--- config.mk ---
export PLATFORM = sky130hd
export DESIGN_NAME = irq_prio_ctrl
export DESIGN_NICKNAME = d
export VERILOG_FILES = /design/src/rtl/irq_pkg.sv /design/src/rtl/irq_pend_bank.sv /design/src/rtl/irq_prio_arb.sv /design/src/rtl/irq_ien_ctrl.sv /design/src/rtl/irq_prio_ctrl.sv
export SDC_FILE = /design/constraint.sdc
export NUM_CORES = 1
export LEC_CHECK = 0
export BUFFER_PORTS_ARGS = -buffer_cell sky130_fd_sc_hd__buf_2
export CAP_MARGIN = 20
export CORE_UTILIZATION = 45
export CTS_CLUSTER_SIZE = 25
export DETAILED_ROUTE_END_ITERATION = 10
export PLACE_DENSITY = 0.78
export SLEW_MARGIN = 0
export SYNTH_ARGS = -nofsm -noshare
export SYNTH_HDL_FRONTEND = slang
export SYNTH_HIERARCHICAL = 1
export SYNTH_SLANG_ARGS = --single-unit
--- constraint.sdc ---
create_clock -name clk -period 26.9 [get_ports clk]
set_clock_uncertainty 0.05 [all_clocks]
set_input_delay 2.69 -clock clk [delete_from_list [all_inputs] [get_ports clk]]
set_output_delay 2.69 -clock clk [all_outputs]
set_load 0.1 [all_outputs]
--- src/rtl/irq_pkg.sv ---
package irq_pkg;

    typedef enum logic {
        ST_IDLE     = 1'b0,
        ST_WAIT_ACK = 1'b1
    } irq_state_e;

    function automatic int idx_width(input int n);
        return (n > 1) ? $clog2(n) : 1;
    endfunction

endpackage

--- src/rtl/irq_pend_bank.sv ---
module irq_pend_bank #(
    parameter int NUM_SRC = 8,
    parameter int LVL_W   = 3,
    parameter int IDX_W   = 3
) (
    input  logic                     clk,
    input  logic                     rst_n,
    input  logic [NUM_SRC-1:0]       src_req,
    input  logic [NUM_SRC-1:0]       sw_wr_en,
    input  logic [NUM_SRC-1:0]       sw_wr_pend,
    input  logic [NUM_SRC-1:0]       lvl_wr_en,
    input  logic [NUM_SRC*LVL_W-1:0] lvl_wr_data,
    input  logic                     ack_clr,
    input  logic [IDX_W-1:0]         ack_idx,
    output logic [NUM_SRC-1:0]       pend_q,
    output logic [NUM_SRC*LVL_W-1:0] lvl_q
);

    for (genvar i = 0; i < NUM_SRC; i++) begin : g_src
        logic clr_sw;
        logic clr_ack;

        // only a written 0 cancels; a written 1 falls through
        assign clr_sw  = sw_wr_en[i] & ~sw_wr_pend[i];
        assign clr_ack = ack_clr & (ack_idx == IDX_W'(i));

        always_ff @(posedge clk) begin
            if (!rst_n) begin
                pend_q[i] <= 1'b0;
            end else if (src_req[i]) begin
                pend_q[i] <= 1'b1;          // hardware set wins
            end else if (clr_sw || clr_ack) begin
                pend_q[i] <= 1'b0;
            end
        end

        always_ff @(posedge clk) begin
            if (!rst_n) begin
                lvl_q[i*LVL_W +: LVL_W] <= '0;
            end else if (lvl_wr_en[i]) begin
                lvl_q[i*LVL_W +: LVL_W] <= lvl_wr_data[i*LVL_W +: LVL_W];
            end
        end

        assert_hw_set_R2: assert property (@(posedge clk) disable iff (!rst_n)
            src_req[i] |=> pend_q[i]);

        assert_no_sw_set_R3: assert property (@(posedge clk) disable iff (!rst_n)
            (!pend_q[i] && !src_req[i]) |=> !pend_q[i]);

        assert_sw_clear_R3: assert property (@(posedge clk) disable iff (!rst_n)
            (sw_wr_en[i] && !sw_wr_pend[i] && !src_req[i]) |=> !pend_q[i]);
    end

endmodule

--- src/rtl/irq_prio_arb.sv ---
module irq_prio_arb #(
    parameter int NUM_SRC = 8,
    parameter int LVL_W   = 3,
    parameter int IDX_W   = 3
) (
    input  logic [NUM_SRC-1:0]       pend,
    input  logic [NUM_SRC*LVL_W-1:0] lvl,
    input  logic [LVL_W-1:0]         ipl,
    output logic                     found,
    output logic [IDX_W-1:0]         win_idx,
    output logic [LVL_W-1:0]         win_lvl
);

    logic [NUM_SRC-1:0] elig;

    for (genvar i = 0; i < NUM_SRC; i++) begin : g_elig
        assign elig[i] = pend[i]
                       && (lvl[i*LVL_W +: LVL_W] != '0)
                       && (lvl[i*LVL_W +: LVL_W] > ipl);
    end

    // scan from top index down; ">=" lets a lower index take over a tie
    always_comb begin
        found   = 1'b0;
        win_idx = '0;
        win_lvl = '0;
        for (int i = NUM_SRC - 1; i >= 0; i--) begin
            if (elig[i] && (!found || (lvl[i*LVL_W +: LVL_W] >= win_lvl))) begin
                found   = 1'b1;
                win_idx = IDX_W'(i);
                win_lvl = lvl[i*LVL_W +: LVL_W];
            end
        end
    end

endmodule

--- src/rtl/irq_ien_ctrl.sv ---
module irq_ien_ctrl (
    input  logic clk,
    input  logic rst_n,
    input  logic flag_wr,
    input  logic flag_kind,
    input  logic flag_val,
    output logic ien_q,
    output logic en_dec
);

    logic immediate;

    assign immediate = flag_wr & flag_kind;
    assign en_dec    = immediate ? flag_val : ien_q;

    always_ff @(posedge clk) begin
        if (!rst_n) begin
            ien_q <= 1'b0;
        end else if (flag_wr) begin
            ien_q <= flag_val;
        end
    end

    assert_defer_update_R9: assert property (@(posedge clk) disable iff (!rst_n)
        (flag_wr && !flag_kind) |=> (ien_q == $past(flag_val)));

endmodule

--- src/rtl/irq_prio_ctrl.sv ---
module irq_prio_ctrl
    import irq_pkg::*;
#(
    parameter int NUM_SRC = 8,
    parameter int LVL_W   = 3,
    parameter int IDX_W   = irq_pkg::idx_width(NUM_SRC)
) (
    input  logic                     clk,
    input  logic                     rst_n,
    input  logic [NUM_SRC-1:0]       src_req,
    input  logic [NUM_SRC-1:0]       sw_wr_en,
    input  logic [NUM_SRC-1:0]       sw_wr_pend,
    input  logic [NUM_SRC-1:0]       lvl_wr_en,
    input  logic [NUM_SRC*LVL_W-1:0] lvl_wr_data,
    input  logic [LVL_W-1:0]         core_ipl,
    input  logic                     flag_wr,
    input  logic                     flag_kind,
    input  logic                     flag_val,
    input  logic                     insn_bound,
    input  logic                     vec_ack,
    output logic                     irq_req,
    output logic [IDX_W-1:0]         irq_idx,
    output logic [LVL_W-1:0]         irq_lvl,
    output logic                     int_en,
    output logic [NUM_SRC-1:0]       pend_o
);

    irq_state_e               state_q;
    irq_state_e               state_d;
    logic [NUM_SRC*LVL_W-1:0] lvl_all;
    logic                     en_dec;
    logic                     arb_found;
    logic [IDX_W-1:0]         arb_idx;
    logic [LVL_W-1:0]         arb_lvl;
    logic                     accept;
    logic                     ack_clr;
    logic [IDX_W-1:0]         g_idx_q;
    logic [LVL_W-1:0]         g_lvl_q;

    irq_pend_bank #(
        .NUM_SRC (NUM_SRC),
        .LVL_W   (LVL_W),
        .IDX_W   (IDX_W)
    ) u_bank (
        .clk         (clk),
        .rst_n       (rst_n),
        .src_req     (src_req),
        .sw_wr_en    (sw_wr_en),
        .sw_wr_pend  (sw_wr_pend),
        .lvl_wr_en   (lvl_wr_en),
        .lvl_wr_data (lvl_wr_data),
        .ack_clr     (ack_clr),
        .ack_idx     (g_idx_q),
        .pend_q      (pend_o),
        .lvl_q       (lvl_all)
    );

    irq_prio_arb #(
        .NUM_SRC (NUM_SRC),
        .LVL_W   (LVL_W),
        .IDX_W   (IDX_W)
    ) u_arb (
        .pend    (pend_o),
        .lvl     (lvl_all),
        .ipl     (core_ipl),
        .found   (arb_found),
        .win_idx (arb_idx),
        .win_lvl (arb_lvl)
    );

    irq_ien_ctrl u_ien (
        .clk       (clk),
        .rst_n     (rst_n),
        .flag_wr   (flag_wr),
        .flag_kind (flag_kind),
        .flag_val  (flag_val),
        .ien_q     (int_en),
        .en_dec    (en_dec)
    );

    // state register
    always_ff @(posedge clk) begin
        if (!rst_n) begin
            state_q <= ST_IDLE;
        end else begin
            state_q <= state_d;
        end
    end

    // next state and strobes
    always_comb begin
        state_d = state_q;
        accept  = 1'b0;
        ack_clr = 1'b0;
        unique case (state_q)
            ST_IDLE: begin
                if (insn_bound && en_dec && arb_found) begin
                    accept  = 1'b1;
                    state_d = ST_WAIT_ACK;
                end
            end
            ST_WAIT_ACK: begin
                if (vec_ack) begin
                    ack_clr = 1'b1;
                    state_d = ST_IDLE;
                end
            end
            default: state_d = ST_IDLE;
        endcase
    end

    // grant registers
    always_ff @(posedge clk) begin
        if (!rst_n) begin
            g_idx_q <= '0;
            g_lvl_q <= '0;
        end else if (accept) begin
            g_idx_q <= arb_idx;
            g_lvl_q <= arb_lvl;
        end
    end

    assign irq_req = (state_q == ST_WAIT_ACK);
    assign irq_idx = g_idx_q;
    assign irq_lvl = g_lvl_q;

    assert_winner_eligible_R4: assert property (@(posedge clk) disable iff (!rst_n)
        arb_found |-> ((arb_lvl > core_ipl) && pend_o[arb_idx]));

    assert_req_hold_R6: assert property (@(posedge clk) disable iff (!rst_n)
        (irq_req && !vec_ack) |=> (irq_req && $stable(irq_idx) && $stable(irq_lvl)));

    assert_grant_at_bound_R6: assert property (@(posedge clk) disable iff (!rst_n)
        $rose(irq_req) |-> $past(insn_bound));

    assert_ack_clears_R7: assert property (@(posedge clk) disable iff (!rst_n)
        (irq_req && vec_ack && !src_req[irq_idx]) |=> (!pend_o[$past(irq_idx)] && !irq_req));

    assert_immediate_off_R8: assert property (@(posedge clk) disable iff (!rst_n)
        (!irq_req && flag_wr && flag_kind && !flag_val) |=> !irq_req);

    assert_disabled_blocks_R10: assert property (@(posedge clk) disable iff (!rst_n)
        (!irq_req && !int_en && !flag_wr) |=> !irq_req);

endmodule

==> results.py <==
metrics = {
    "status": {
        "outcome": "finished clean",
    },
    "worst_setup_path": {
        "reg2reg_from": "u_bank/lvl_q[21]",
        "crit_path_end_kind": "flop",
        "cp.arrival_ns": 13.50,
        "start_kind": "input pin",
        "crit_path_frequent_cell": "ha_1",
        "cpPeakStageDelay_ns": 0.37,
        "critPathSlowestCell": "a32oi_1",
        "startpoint": "core_ipl[2]",
        "critPathKind": "in2reg",
        "required_ns": 27.08,
        "cp_max_fo": 10,
    },
    "drt": {
        "num_vias": 3013,
        "remaining_drc_errors": 0,
        "routed_wirelength_mm": 7.937,
        "first_iter_violations": 140,
        "drt-pass1-iter-count": 4,
        "ant_nets": 0,
        "wire_per_inst_um": 14.62,
        "drt-vias-per-instance": 5.549,
    },
    "global_route": {
        "overflow": 0,
        "grt_pass1_wl_mm": 13.04,
        "track_usage_pct": 21.12,
        "grt_max_degree": 55,
        "grt_pass1_vias": 2936,
        "antenna_found_initial": 0,
    },
    "place": {
        "dp_worst_setup_slack_ns": 13.42,
        "numPortBuffers": 81,
        "place_hpwl_mm": 6.229,
        "globalplace.congestion": 0.8529,
    },
    "cells_and_area": {
        "insertedDiodeCount": 0,
        "register_area_um2": 800.8,
        "area_growth_pct": 17.71,
        "drive_gt1_share_pct": 25.68,
        "multiInputGateArea_um2": 2414,
        "fill_cells": 686,
        "nets": 554,
    },
    "synth": {
        "synth_area_leader_cell": "dfxtp_1",
        "synthTopCellsByArea": "dfxtp_1, ha_1, mux2i_1",
        "synth_top_cell_area_share_pct": 23.96,
        "ys_types": 50,
        "synth_edf_count": 0,
        "synth_nets": 474,
        "syn_inst": 363,
        "synth_ff_type": "dfxtp_1",
        "syn_avg_cell_area_um2": 9.206,
        "synth-seq-cells": 40,
        "yosys_warnings": 6,
        "yosysSeqAreaShare_pct": 23.96,
        "synth-async-reset-ratio_pct": 0,
        "syn-cell-area_um2": 3342,
    },
    "timing": {
        "setup_viol": 0,
        "worst-slew-pin-transition_ns": 0.8253,
        "max_freq_mhz": 75.09,
        "relSlewSlack_pct": 44.98,
        "hold_violations": 0,
        "final.setup.tns_ns": 0,
        "fin_ws_ns": 13.58,
        "period_minus_slack_ns": 13.32,
        "slew_violations": 0,
        "hold_ws_ns": 0.4204,
        "finalCritPeriodShare_pct": 49.51,
        "rsz0062_at_grt": "false",
    },
    "pwr": {
        "cellPowerDensity_nw_per_um2": 42.94,
        "leakage_nw": 1.813,
        "ir_drop_mv": 0.02538,
    },
    "floorplanning": {
        "ioPinCount": 82,
        "die_height_um": 88.18,
        "die-area_um2": 7775,
        "rows": 31,
        "core_area_um2": 7214,
        "start_util_pct": 46.32,
        "die_w_um": 88.18,
    },
    "clock_tree": {
        "hold_buffers": 0,
        "numCtsBuffers": 5,
        "clk_path_buf_depth": 2,
        "ctsRootBufferMaster": "clkbuf_8",
        "worstSkewPairLatency_ns": 0.30,
        "cts_setup_buffers": 0,
        "cts_resized": 0,
        "clkTransAtPathRegs_ns": 0.09,
        "clock_sinks": 40,
        "cts_tree": "done",
        "htreeDepth": 2,
    },
    "min_path": {
        "hp-start": "irq_lvl[0]",
        "hp-class": "reg2reg",
    },
    "job": {
        "maxCapViolCount": 0,
    },
}
-- metal layers --
layer	vias to the layer above	track usage, %	wire (µm)
met1	1404	25.67	3549
met2	88	36.22	3827
met4	0	9.971	198
li1	1503	-	-
met5	-	0	0
met3	18	3.487	361
-- synth_stat cells, types with 3 or more instances --
library cell and n:
o21ai_0 10, nor2_1 9, a211oi_1 3, nor3_1 3
o21a_1 11, mux2i_1 33, nand2_1 38, inv_1 21
a32o_1 4, o21bai_1 3, a31oi_1 7, a21o_1 8
o31ai_1 6, a32oi_1 3, a21boi_0 3, a21oi_1 12
nor2b_1 38, and4bb_1 3, o311ai_4 3, o311a_1 4
nand2b_1 6, and4b_1 4, nand3_1 5, dfxtp_1 40
buf_2 3, ha_1 45, o31ai_2 6
-- layout make-up --
class	count	share of cell area [%]
Multi-Input combinational cell	294	61.35
Clock inverter	3	1.081
Inverter	21	2.004
Sequential cell	40	20.36
Clock buffer	5	1.749
Timing Repair Buffer	81	10.31
Tap cell	99	3.149
-- placed cells by master, fill, tap and decap left out, types with 5 or more instances in the layout --
master	count
buf_2	81
ha_1	45
dfxtp_1	40
nand2_1	38
nor2b_1	38
mux2i_1	33
inv_1	21
a21oi_1	12
o21a_1	11
o21ai_0	10
nor2_1	9
a21o_1	8
a31oi_1	7
o31ai_1	6
nand2b_1	6
o31ai_2	6
clkbuf_8	5
nand3_1	5
-- power by group --
part / internal [mW] / switching [mW] / leakage (nW)
Sequential: 0.0626 / 0.00494 / 0.330
Clock: 0.0275 / 0.0224 / 0.0541
Combinational: 0.0212 / 0.0304 / 1.43
Total: 0.111 / 0.0576 / 1.81
-- state kept, by name, indices dropped and copies added, names as in the netlist --
signal         flops
irq_idx            3
irq_req            1
irq_lvl            3
u_ien/ien_q        1
u_bank/lvl_q      24
u_bank/pend_q      8
-- metrics by stage --
stage          cells  util (%)  cell area, µm²  power, mW
2_1_floorplan    363         -            3342     0.1060
3_3_place_gp     535     52.98            3822     0.1179
3_5_place_dp     535     52.98            3822     0.1201
4_1_cts          543     54.53            3934     0.1695
5_1_grt          543     54.53            3934     0.1782
6_report         543     54.53            3934     0.1689
-- critical path, delay by kind of cell --
| family | cells | cell delay [ns] |
|---|---|---|
| muxes | 1 | 0.17 |
| and+or+nand+nor | 14 | 1.80 |
| AOI/OAI and AO/OA | 30 | 6.04 |
| adders and majority gates | 8 | 2.19 |
| buffers and inverters | 5 | 0.61 |
-- cell families after synthesis --
group,synth area share (%)
simple gates,19.47
fa+ha+maj,16.85
compound gates,25.12
mux,10.78
buf+inv,3.819
flops,23.96
-- worst paths after layout --
path,to,slack (ns),depth (start not counted)
setup reg to reg,irq_lvl[1],15.89,57
setup / recovery,irq_lvl[1],13.58,58
hold reg to reg,irq_lvl[0],0.42,2
hold / removal,irq_lvl[0],0.42,2
(Power assumes the default switching activity.)
